[src/rtl/lre_pkg.sv]
`timescale 1ns/1ps
package lre_pkg;
  typedef enum logic [1:0] {ST_IDLE, ST_DESC, ST_SLOT} walk_state_e;

  localparam logic [1:0] SEL_START  = 2'd0;
  localparam logic [1:0] SEL_STATUS = 2'd1;
  localparam logic [1:0] SEL_IRQ    = 2'd2;

  localparam int          DESC_WORDS = 5;
  localparam int          WIDX_W     = 3;
  localparam logic [2:0]  W_CORNER0  = 3'd0;
  localparam logic [2:0]  W_CORNER1  = 3'd1;
  localparam logic [2:0]  W_CTRL     = 3'd2;
  localparam logic [2:0]  W_DATA     = 3'd3;
  localparam logic [2:0]  W_NEXT     = 3'd4;
  localparam int          Y_LSB      = 16;
endpackage

[src/rtl/lre_slot_gen.sv]
`timescale 1ns/1ps
module lre_slot_gen #(
  parameter int COORD_W = 8
) (
  input  logic               clk_i,
  input  logic               rst_ni,
  input  logic               load_i,
  input  logic [COORD_W-1:0] x0_i,
  input  logic [COORD_W-1:0] y0_i,
  input  logic [COORD_W-1:0] x1_i,
  input  logic [COORD_W-1:0] y1_i,
  input  logic               step_i,
  output logic [COORD_W-1:0] x_o,
  output logic [COORD_W-1:0] y_o,
  output logic               last_o
);
  logic [COORD_W-1:0] x_q, y_q, x0_q, x1_q, y1_q;
  logic               active_q;
  logic               row_end;

  assign row_end = (x_q == x1_q);
  assign last_o  = row_end && (y_q == y1_q);
  assign x_o     = x_q;
  assign y_o     = y_q;

  always_ff @(posedge clk_i or negedge rst_ni) begin
    if (!rst_ni) begin
      x_q      <= '0;
      y_q      <= '0;
      x0_q     <= '0;
      x1_q     <= '0;
      y1_q     <= '0;
      active_q <= 1'b0;
    end else if (load_i) begin
      x_q      <= x0_i;
      y_q      <= y0_i;
      x0_q     <= x0_i;
      x1_q     <= x1_i;
      y1_q     <= y1_i;
      active_q <= 1'b1;
    end else if (step_i) begin
      if (last_o) begin
        active_q <= 1'b0;
      end else if (row_end) begin
        x_q <= x0_q;
        y_q <= y_q + 1'b1;
      end else begin
        x_q <= x_q + 1'b1;
      end
    end
  end

  // row-major walk never leaves the loaded rectangle
  p_in_rect_r3: assert property (@(posedge clk_i) disable iff (!rst_ni)
    active_q |-> (x_q >= x0_q) && (x_q <= x1_q) && (y_q <= y1_q));
endmodule

[src/rtl/lre_walker.sv]
`timescale 1ns/1ps
module lre_walker
  import lre_pkg::*;
#(
  parameter int ADDR_W     = 32,
  parameter int DATA_W     = 32,
  parameter int COORD_W    = 8,
  parameter int LUT_ID_W   = 2,
  parameter int ALIGN_BITS = 4
) (
  input  logic                  clk_i,
  input  logic                  rst_ni,
  input  logic                  start_i,
  input  logic                  abort_i,
  input  logic [ADDR_W-1:0]     start_addr_i,
  output logic                  busy_o,
  output logic                  error_o,
  output logic                  done_o,
  output logic                  mem_req_o,
  output logic [ADDR_W-1:0]     mem_addr_o,
  input  logic                  mem_rvalid_i,
  input  logic [DATA_W-1:0]     mem_rdata_i,
  output logic                  lut_we_o,
  output logic [LUT_ID_W-1:0]   lut_id_o,
  output logic [2*COORD_W-1:0]  lut_addr_o,
  output logic [DATA_W-1:0]     lut_data_o
);
  localparam logic [ADDR_W-1:0] WORD_STEP = ADDR_W'(4);

  walk_state_e          state_q;
  logic [WIDX_W-1:0]    widx_q;
  logic [ADDR_W-1:0]    addr_q, dptr_q, next_q;
  logic                 req_q, err_q, done_q;
  logic [COORD_W-1:0]   x0_q, y0_q, x1_q, y1_q;
  logic [LUT_ID_W-1:0]  id_q;
  logic                 we_q;
  logic [LUT_ID_W-1:0]  wid_q;
  logic [2*COORD_W-1:0] waddr_q;
  logic [DATA_W-1:0]    wdata_q;

  logic               bad_desc, sg_load, sg_step, sg_last;
  logic [COORD_W-1:0] sg_x, sg_y;

  function automatic logic misaligned(input logic [ADDR_W-1:0] a);
    return |a[ALIGN_BITS-1:0];
  endfunction

  assign bad_desc = misaligned(dptr_q) || (x1_q < x0_q) || (y1_q < y0_q);
  assign sg_load  = (state_q == ST_DESC) && mem_rvalid_i && (widx_q == W_NEXT)
                    && !abort_i && !bad_desc;
  assign sg_step  = (state_q == ST_SLOT) && mem_rvalid_i && !abort_i;

  lre_slot_gen #(.COORD_W(COORD_W)) u_slot (
    .clk_i  (clk_i),
    .rst_ni (rst_ni),
    .load_i (sg_load),
    .x0_i   (x0_q),
    .y0_i   (y0_q),
    .x1_i   (x1_q),
    .y1_i   (y1_q),
    .step_i (sg_step),
    .x_o    (sg_x),
    .y_o    (sg_y),
    .last_o (sg_last)
  );

  always_ff @(posedge clk_i or negedge rst_ni) begin
    if (!rst_ni) begin
      state_q <= ST_IDLE;
      widx_q  <= '0;
      addr_q  <= '0;
      dptr_q  <= '0;
      next_q  <= '0;
      req_q   <= 1'b0;
      err_q   <= 1'b0;
      done_q  <= 1'b0;
      x0_q    <= '0;
      y0_q    <= '0;
      x1_q    <= '0;
      y1_q    <= '0;
      id_q    <= '0;
      we_q    <= 1'b0;
      wid_q   <= '0;
      waddr_q <= '0;
      wdata_q <= '0;
    end else begin
      we_q   <= 1'b0;
      done_q <= 1'b0;
      if (abort_i) begin
        state_q <= ST_IDLE;
        req_q   <= 1'b0;
        err_q   <= 1'b0;
      end else begin
        unique case (state_q)
          ST_IDLE: begin
            if (start_i) begin
              if (misaligned(start_addr_i)) begin
                err_q <= 1'b1;
              end else begin
                err_q   <= 1'b0;
                state_q <= ST_DESC;
                widx_q  <= '0;
                addr_q  <= start_addr_i;
                req_q   <= 1'b1;
              end
            end
          end
          ST_DESC: begin
            if (mem_rvalid_i) begin
              case (widx_q)
                W_CORNER0: begin
                  x0_q <= mem_rdata_i[COORD_W-1:0];
                  y0_q <= mem_rdata_i[Y_LSB +: COORD_W];
                end
                W_CORNER1: begin
                  x1_q <= mem_rdata_i[COORD_W-1:0];
                  y1_q <= mem_rdata_i[Y_LSB +: COORD_W];
                end
                W_CTRL:  id_q   <= mem_rdata_i[LUT_ID_W-1:0];
                W_DATA:  dptr_q <= mem_rdata_i[ADDR_W-1:0];
                default: next_q <= mem_rdata_i[ADDR_W-1:0];
              endcase
              if (widx_q != W_NEXT) begin
                widx_q <= widx_q + 1'b1;
                addr_q <= addr_q + WORD_STEP;
              end else if (bad_desc) begin
                err_q   <= 1'b1;
                state_q <= ST_IDLE;
                req_q   <= 1'b0;
              end else begin
                state_q <= ST_SLOT;
                addr_q  <= dptr_q;
              end
            end
          end
          ST_SLOT: begin
            if (mem_rvalid_i) begin
              we_q    <= 1'b1;
              wid_q   <= id_q;
              waddr_q <= {sg_y, sg_x};
              wdata_q <= mem_rdata_i;
              if (sg_last) begin
                if (next_q == '0) begin
                  done_q  <= 1'b1;
                  state_q <= ST_IDLE;
                  req_q   <= 1'b0;
                end else if (misaligned(next_q)) begin
                  err_q   <= 1'b1;
                  state_q <= ST_IDLE;
                  req_q   <= 1'b0;
                end else begin
                  state_q <= ST_DESC;
                  widx_q  <= '0;
                  addr_q  <= next_q;
                end
              end else begin
                addr_q <= addr_q + WORD_STEP;
              end
            end
          end
          default: state_q <= ST_IDLE;
        endcase
      end
    end
  end

  assign busy_o     = (state_q != ST_IDLE);
  assign error_o    = err_q;
  assign done_o     = done_q;
  assign mem_req_o  = req_q;
  assign mem_addr_o = addr_q;
  assign lut_we_o   = we_q;
  assign lut_id_o   = wid_q;
  assign lut_addr_o = waddr_q;
  assign lut_data_o = wdata_q;

  p_req_hold_r12: assert property (@(posedge clk_i) disable iff (!rst_ni)
    mem_req_o && !mem_rvalid_i && !abort_i |=> mem_req_o && $stable(mem_addr_o));
  p_word_align_r12: assert property (@(posedge clk_i) disable iff (!rst_ni)
    mem_req_o |-> (mem_addr_o[1:0] == 2'b00));
  p_write_after_read_r3: assert property (@(posedge clk_i) disable iff (!rst_ni)
    lut_we_o |-> $past(mem_rvalid_i));
  p_done_pulse_r4: assert property (@(posedge clk_i) disable iff (!rst_ni)
    done_o |=> !done_o);
  p_abort_quiet_r8: assert property (@(posedge clk_i) disable iff (!rst_ni)
    abort_i |=> !lut_we_o && !mem_req_o && !error_o && !done_o);
endmodule

[src/rtl/lre_regs.sv]
`timescale 1ns/1ps
module lre_regs
  import lre_pkg::*;
#(
  parameter int ADDR_W = 32
) (
  input  logic              clk_i,
  input  logic              rst_ni,
  input  logic              reg_wr_i,
  input  logic [1:0]        reg_sel_i,
  input  logic [ADDR_W-1:0] reg_wdata_i,
  output logic [ADDR_W-1:0] reg_rdata_o,
  input  logic              ready_i,
  input  logic              error_i,
  input  logic              done_i,
  output logic              start_o,
  output logic              abort_o
);
  logic [ADDR_W-1:0] desc_q;
  logic              irq_q;
  logic              wr_start, wr_irq;

  assign wr_start = reg_wr_i && (reg_sel_i == SEL_START);
  assign wr_irq   = reg_wr_i && (reg_sel_i == SEL_IRQ);
  assign start_o  = wr_start && (|reg_wdata_i);
  assign abort_o  = wr_start && !(|reg_wdata_i);

  always_ff @(posedge clk_i or negedge rst_ni) begin
    if (!rst_ni) begin
      desc_q <= '0;
      irq_q  <= 1'b0;
    end else begin
      if (start_o && ready_i) desc_q <= reg_wdata_i;
      if (done_i)                     irq_q <= 1'b1;
      else if (wr_irq && reg_wdata_i[0]) irq_q <= 1'b0;
    end
  end

  always_comb begin
    reg_rdata_o = '0;
    case (reg_sel_i)
      SEL_START:  reg_rdata_o = desc_q;
      SEL_STATUS: reg_rdata_o = {{(ADDR_W-2){1'b0}}, error_i, ready_i};
      SEL_IRQ:    reg_rdata_o = {{(ADDR_W-1){1'b0}}, irq_q};
      default:    reg_rdata_o = '0;
    endcase
  end

  p_ignore_busy_r9: assert property (@(posedge clk_i) disable iff (!rst_ni)
    start_o && !ready_i |=> $stable(desc_q));
  p_w1c_r10: assert property (@(posedge clk_i) disable iff (!rst_ni)
    $fell(irq_q) |-> $past(wr_irq && reg_wdata_i[0]));
  p_irq_set_r4: assert property (@(posedge clk_i) disable iff (!rst_ni)
    done_i |=> irq_q);
endmodule

[src/rtl/lut_refill_engine.sv]
`timescale 1ns/1ps
module lut_refill_engine #(
  parameter int ADDR_W     = 32,
  parameter int DATA_W     = 32,
  parameter int COORD_W    = 8,
  parameter int LUT_ID_W   = 2,
  parameter int ALIGN_BITS = 4
) (
  input  logic                 clk_i,
  input  logic                 rst_ni,
  input  logic                 reg_wr_i,
  input  logic [1:0]           reg_sel_i,
  input  logic [ADDR_W-1:0]    reg_wdata_i,
  output logic [ADDR_W-1:0]    reg_rdata_o,
  output logic                 irq_o,
  output logic                 mem_req_o,
  output logic [ADDR_W-1:0]    mem_addr_o,
  input  logic                 mem_rvalid_i,
  input  logic [DATA_W-1:0]    mem_rdata_i,
  output logic                 lut_we_o,
  output logic [LUT_ID_W-1:0]  lut_id_o,
  output logic [2*COORD_W-1:0] lut_addr_o,
  output logic [DATA_W-1:0]    lut_data_o
);
  logic start, abort, busy, error, done;

  lre_regs #(.ADDR_W(ADDR_W)) u_regs (
    .clk_i       (clk_i),
    .rst_ni      (rst_ni),
    .reg_wr_i    (reg_wr_i),
    .reg_sel_i   (reg_sel_i),
    .reg_wdata_i (reg_wdata_i),
    .reg_rdata_o (reg_rdata_o),
    .ready_i     (!busy),
    .error_i     (error),
    .done_i      (done),
    .start_o     (start),
    .abort_o     (abort)
  );

  lre_walker #(
    .ADDR_W     (ADDR_W),
    .DATA_W     (DATA_W),
    .COORD_W    (COORD_W),
    .LUT_ID_W   (LUT_ID_W),
    .ALIGN_BITS (ALIGN_BITS)
  ) u_walk (
    .clk_i        (clk_i),
    .rst_ni       (rst_ni),
    .start_i      (start),
    .abort_i      (abort),
    .start_addr_i (reg_wdata_i),
    .busy_o       (busy),
    .error_o      (error),
    .done_o       (done),
    .mem_req_o    (mem_req_o),
    .mem_addr_o   (mem_addr_o),
    .mem_rvalid_i (mem_rvalid_i),
    .mem_rdata_i  (mem_rdata_i),
    .lut_we_o     (lut_we_o),
    .lut_id_o     (lut_id_o),
    .lut_addr_o   (lut_addr_o),
    .lut_data_o   (lut_data_o)
  );

  assign irq_o = done;
endmodule

[config.mk]
export PLATFORM = sky130hd
export DESIGN_NAME = lut_refill_engine
export DESIGN_NICKNAME = d
export VERILOG_FILES = /design/src/rtl/lre_pkg.sv /design/src/rtl/lre_slot_gen.sv /design/src/rtl/lre_walker.sv /design/src/rtl/lre_regs.sv /design/src/rtl/lut_refill_engine.sv
export SDC_FILE = /design/constraint.sdc
export NUM_CORES = 1
export LEC_CHECK = 0
export CAP_MARGIN = 20
export CORE_MARGIN = 2
export CORE_UTILIZATION = 55
export DETAILED_ROUTE_END_ITERATION = 8
export GPL_TIMING_DRIVEN = 0
export PLACE_DENSITY = 0.86
export SYNTH_ARGS = -nofsm -noshare
export SYNTH_HDL_FRONTEND = slang
export SYNTH_HIERARCHICAL = 1
export SYNTH_SLANG_ARGS = --single-unit
[constraint.sdc]
create_clock -name clk_i -period 3.45 [get_ports clk_i]
set_input_delay 0.345 -clock clk_i [delete_from_list [all_inputs] [get_ports clk_i]]
set_output_delay 0.345 -clock clk_i [all_outputs]
set_load 0.005 [all_outputs]
Word level (Yosys, flattened, before mapping) --
Cells that the tools add are included.
Storage, ports and cells: bits in registers 262, logic and storage cells 183, output and inout bits 117
Cells by class: reductions and logical operators 47, add/sub/neg operators 4, eq/ne operators 33, $lt $le $gt $ge 2, mux-type cells 71, bitwise operators 2
Operator list (number):
- $mux W32 | 9
- $pmux W32 S3 | 2
- $mux W8 | 8
- $add A32 B3 Y32 const B | 1
- $logic_not A32 Y1 | 1
- $reduce_or A32 Y1 | 1
- $mux W1 | 31
- $reduce_and A9 Y1 | 3
- $mux W3 | 8
- $ne A3 B2 Y1 const B | 7
- $reduce_and A4 Y1 | 5
- $mux W2 | 9
- $add A8 B1 Y8 const B | 2
- $eq A8 B8 Y1 | 2
- $lt A8 B8 Y1 | 2
- $reduce_or A4 Y1 | 4
- $ne A2 B2 Y1 const B | 7
- $logic_and A1 B1 Y1 | 13
- $ne A3 B3 Y1 const B | 4
- $reduce_and A10 Y1 | 1
- $pmux W3 S3 | 1
- $reduce_bool A2 Y1 | 4
- $eq A3 B2 Y1 const B | 2
- $ne A3 B1 Y1 const B | 2
- other kinds (19) | 30

Depth between registers and ports, before layout --
depth after elaboration 8, depth in mapped cells 13, mapped depth without buffers 12

By module --
The synthesis kept the hierarchy.
Modules (own cells, without submodules):
- lre_walker | area each 9295.2 µm², sequential area each 4729.5 µm², cells an instance 791, times used 1
- lre_slot_gen | area each 2202.1 µm², sequential area each 1001.0 µm², cells an instance 215, times used 1
- lre_regs | area each 1579.0 µm², sequential area each 825.8 µm², cells an instance 125, times used 1
- lut_refill_engine | area each 3.8 µm², sequential area each 0.0 µm², cells an instance 1, times used 1

Least setup slack after synthesis --
No wires, ideal clock.
path kind input -> register, start point input reg_wdata_i[26], end point register u_walk.u_slot.x_q[0], in the netlist u_walk/u_slot/x_o[0], stages on the path 13, path buffers 3, library setup time 87 ps, data arrival time 2942 ps, setup slack 421 ps, data required time 3363 ps, cell sequence nor4_1 > nand4_1 > nor3_1 > nor2b_1 > nand2_1 > clkbuf_1 > inv_1 > buf_2 > inv_1 > a41oi_1 > buf_2 > or3_1 > o211ai_1
On the way: elaborated cells on any way between the ends 11
RTL lines:
- from (decl) | line lut_refill_engine.sv:13 | input logic [ADDR_W-1:0] reg_wdata_i,
- $reduce_or A32 Y1 | line lre_regs.sv:26 | assign abort_o = wr_start && !(|reg_wdata_i);
- $logic_not A1 Y1 | line lre_regs.sv:26
- $logic_and A1 B1 Y1 | line lre_regs.sv:26
- net abort | line lut_refill_engine.sv:25 | logic start, abort, busy, error, done;
- $logic_not A1 Y1 | line lre_walker.sv:51 | assign sg_step = (state_q == ST_SLOT) && mem_rvalid_i && !abort_i;
- $logic_and A1 B1 Y1 | line lre_walker.sv:51
- net u_walk.sg_step | line lre_walker.sv:41 | logic bad_desc, sg_load, sg_step, sg_last;
- $reduce_bool A2 Y1 (no source line)
- $reduce_and A2 Y1 (no source line)
- to (signal assigned) | line lre_slot_gen.sv:35 | x_q <= x0_i;
- to (signal assigned) | line lre_slot_gen.sv:45 | x_q <= x0_q;
- to (signal assigned) | line lre_slot_gen.sv:48 | x_q <= x_q + 1'b1;
- to (decl) | line lre_slot_gen.sv:17 | logic [COORD_W-1:0] x_q, y_q, x0_q, x1_q, y1_q;
The timed path passes the listed nets, and every way through them passes these cells. A chain may end at the register's enable or synchronous reset.

Final worst setup path --
start point input reg_wdata_i[0], end point register u_walk.u_slot.y_q[5], in the netlist u_walk/u_slot/y_o[5]
On the way: elaborated cells on any way between the ends 12
RTL lines:
- $reduce_or A32 Y1 | line lre_regs.sv:26
- $logic_not A1 Y1 | line lre_regs.sv:26
- $logic_and A1 B1 Y1 | line lre_regs.sv:26
- net abort | line lut_refill_engine.sv:25
- $logic_not A1 Y1 | line lre_walker.sv:51
- $logic_and A1 B1 Y1 | line lre_walker.sv:51
- net u_walk.sg_step | line lre_walker.sv:41
- $reduce_bool A2 Y1 (no source line)
- $reduce_and A3 Y1 (no source line)
- to (signal assigned) | line lre_slot_gen.sv:36 | y_q <= y0_i;
- to (signal assigned) | line lre_slot_gen.sv:46 | y_q <= y_q + 1'b1;
- to (decl) | line lre_slot_gen.sv:17
The timed path passes the listed nets, and every way through them passes these cells.

==> impl_metrics.yaml <==
finish:
  final_cell_mix: "dfrtp_1 (262), mux2_2 (206), clkdlybuf4s50_1 (185)"
  nNetsFinal: 1451
  area_growth_syn_to_layout_pct: 25.64
  final_cells: 1696
  layout_commonest_cell: "dfrtp_1"
  nFillCells: 1621
  drive_gt1_share_pct: 22.66
  antenna_cells: 0
clock_network:
  htree_levels: 1
  path_clk_slew_ns: 0.06
  clk_latency_ns: 0.54
  numCtsBuffers: 28
  clkSinkCount: 262
  cts_root_buffer: "clkbuf_16"
  clockBufferDepth: 3
  cts_tree: "built"
global_route:
  grt_start_max_net_pins: 125
  grt_pass1_wl_mm: 57.11
  grt.total_usage_pct: 29.18
  antenna_found_initial: 0
  overflow: 0
  grt_pass1_vias: 10500
floorplan:
  rows: 56
  die_x_um: 158.2
  start_util_pct: 55.89
  core_area_um2: 23400
  pin_count: 187
  dieArea_um2: 25030
  die_h_um: 158.2
synth:
  syn_area_um2: 13080
  synthesis.nets: 1228
  synth_area_per_cell_um2: 11.55
  ys_warn_count: 6
  ys_ff_latch: 262
  synthCells: 1132
  postSynth.asyncResetShare_pct: 100.0
  ys_types: 75
  synth_edf_count: 0
  synthFlopType: "dfrtp_1"
  ys_seq_area_share_pct: 50.12
placement:
  place.gp.congestion: 1.045
  port_buffers: 186
  dp.cells: 1639
  pre_cts_ws_ns: -1.655
  hpwlAfterDp_mm: 26.36
power_and_ir_drop:
  leakagePower_nw: 7.182
  ir_drop_v: 0.0005035
  p_sw_share_pct: 34.81
  switchingPower_w: 0.004851
  power_frac_clock_pct: 21.8
  p_comb_share_pct: 38.2
  pwr_density_cell_nw_per_um2: 848.1
  p_int_w: 0.009087
  p_seq_share_pct: 40.0
  power_w: 0.01394
routing:
  wl_mm: 36.66
  drcViolationCount: 0
  first_pass_iters: 6
  wl_per_cell_um: 21.61
  drt_iter0_drc: 1039
  viasPerCell: 6.150
  ant_nets: 0
  via_count: 10430
sta:
  post-route-period-util_pct: 96.90
  worst_pin_slew_ns: 0.9690
  finClkSkew_ns: 0.01188
  slew_headroom_pct: 35.40
  setup_viol: 0
  hold_viol: 0
  setup-tns-final_ns: 0
  period_needed_ns: 3.343
  fin_ws_ns: 0.1071
  rsz0062_at_grt: "false"
  drv_slew: 0
  hold_slack_ns: 0.3116
  fmax_mhz: 299.1
setup_path:
  reg2reg_depth: 11
  r2r-end: "u_walk/mem_addr_o[21]"
  cp.arrival_ns: 3.76
  r2r_start: "u_walk/u_slot/x_o[2]"
  critical_path_class: "input port to flop"
  start_kind: "input port"
  endpoint_kind: "flop"
  crit_path_max_fanout: 10
  rrSetupSlack_ns: 0.17
  critPathRequiredTime_ns: 3.87
run:
  cap_violations: 0
outcome:
  status: "complete, no violations"
worst_hold_path:
  min_path_type: "input port to async pin"
state kept, by name (all words and copies together), names as in the netlist, 3 cells and up:
name                cells
u_walk/x1_q             8
u_regs/desc_q          32
u_walk/u_slot/x0_q      8
u_walk/lut_data_o      32
u_walk/x0_q             8
u_walk/y0_q             8
u_walk/u_slot/x_o       8
u_walk/mem_addr_o      32
u_walk/next_q          32
u_walk/u_slot/y1_q      8
u_walk/widx_q           3
u_walk/u_slot/y_o       8
u_walk/y1_q             8
u_walk/lut_addr_o      16
u_walk/u_slot/x1_q      8
u_walk/dptr_q          32
synthesized netlist by cell type, types with 8 or more instances:
cell type / count / share of area [%]
nand3b_1: 8 / 0.46
a21oi_1: 23 / 0.88
xnor2_1: 18 / 1.2
and3_1: 10 / 0.48
and2_1: 36 / 1.7
nand3_1: 22 / 0.84
o21ai_0: 48 / 1.8
dfrtp_1: 262 / 50
ha_1: 26 / 2.5
o211ai_1: 9 / 0.52
mux2_2: 206 / 18
a221oi_1: 21 / 1.4
buf_2: 10 / 0.38
a211o_1: 9 / 0.60
a221o_1: 9 / 0.69
nor3_1: 19 / 0.73
xor2_1: 11 / 0.74
clkbuf_1: 36 / 1.0
nand2_1: 60 / 1.7
inv_1: 42 / 1.2
nor4_1: 22 / 1.1
buf_1: 8 / 0.23
nor2_1: 61 / 1.8
nand4_1: 14 / 0.67
per-layer routing:
metal  wire (um)  track usage [%]
met1       15270            38.96
met2       17540            48.74
met3        2700            4.900
met4        1150            9.738
met5           0                0
worst max-delay path by stage:
stage | startpoint | endpoint | slack (ns) | cells after the start
2_1_floorplan | reg_wdata_i[26] | u_walk/u_slot/x_o[0] | 0.42 | 13
6_report | reg_wdata_i[0] | u_walk/u_slot/y_o[5] | 0.11 | 14
3_3_place_gp | rst_ni | u_walk/lut_data_o[20] | -8.78 | 1
4_1_cts | u_walk/u_slot/x_o[5] | u_walk/state_q[1] | 0.04 | 12
5_1_grt | u_walk/u_slot/x_o[2] | u_walk/mem_addr_o[21] | 0.002 | 11
3_5_place_dp | reg_wdata_i[26] | u_walk/u_slot/x_o[0] | -1.65 | 14
power by group through the flow:
stage                     Combinational, W  Sequential, W  Clock [W]
after detailed placement           0.00518        0.00555          0
after global placement             0.00498        0.00547          0
after global routing               0.00577        0.00573    0.00321
final                              0.00533        0.00557    0.00304
after floorplan                    0.00316        0.00522          0
after CTS                          0.00525        0.00552    0.00309
worst max-delay path, stage by stage:
cell and delay, ns:
clkdlybuf4s50_1 0.61, nor4_1 0.10, nand4_1 0.25, nor3_4 0.07
nor2b_1 0.30, nand2_2 0.28, buf_4 0.30, inv_1 0.10
buf_2 0.20, and3_1 0.24, nand2_1 0.09, a2111oi_1 0.50
nor3b_1 0.10, a221o_1 0.27
layout make-up:
type	instances	area, um2	share of cell area [%]
plain buffers	59	286.5	1.744
clock buffers	36	772.0	4.698
clock inverters	16	175.2	1.066
inverters	43	161.4	0.9822
multi-input cells	768	6121	37.25
flip-flops and latches	262	6556	39.90
well taps	319	399.1	2.429
repair buffers	193	1962	11.94
cell families after synthesis:
logic type,after synthesis,share of synthesized area [%]
DFF,262,50.12
AOI/OAI and AO/OA,192,10.67
muxes,218,18.74
buffers and inverters,102,3.310
xor gates and xnor gates,29,1.942
and+or+nand+nor,303,12.73
adders and majority gates,26,2.487
metrics by stage:
step / util [%] / instance area (um2)
after detailed placement: 65.81 / 15400
after CTS: 70.02 / 16390
final: 70.22 / 16430
after floorplan: - / 13080
after global placement: 65.55 / 15340
after global routing: 70.22 / 16430
timing repair:
item | 4_1_cts | 5_1_grt
hold endpoints to repair | 57 | 0
setup endpoints to repair | 120 | 58
hold buffers | 1 | 0
buffers inserted | 1 | 3
pin swaps | 2 | 3
resized for setup | 7 | 20
Power figures use the tool's default switching activity.
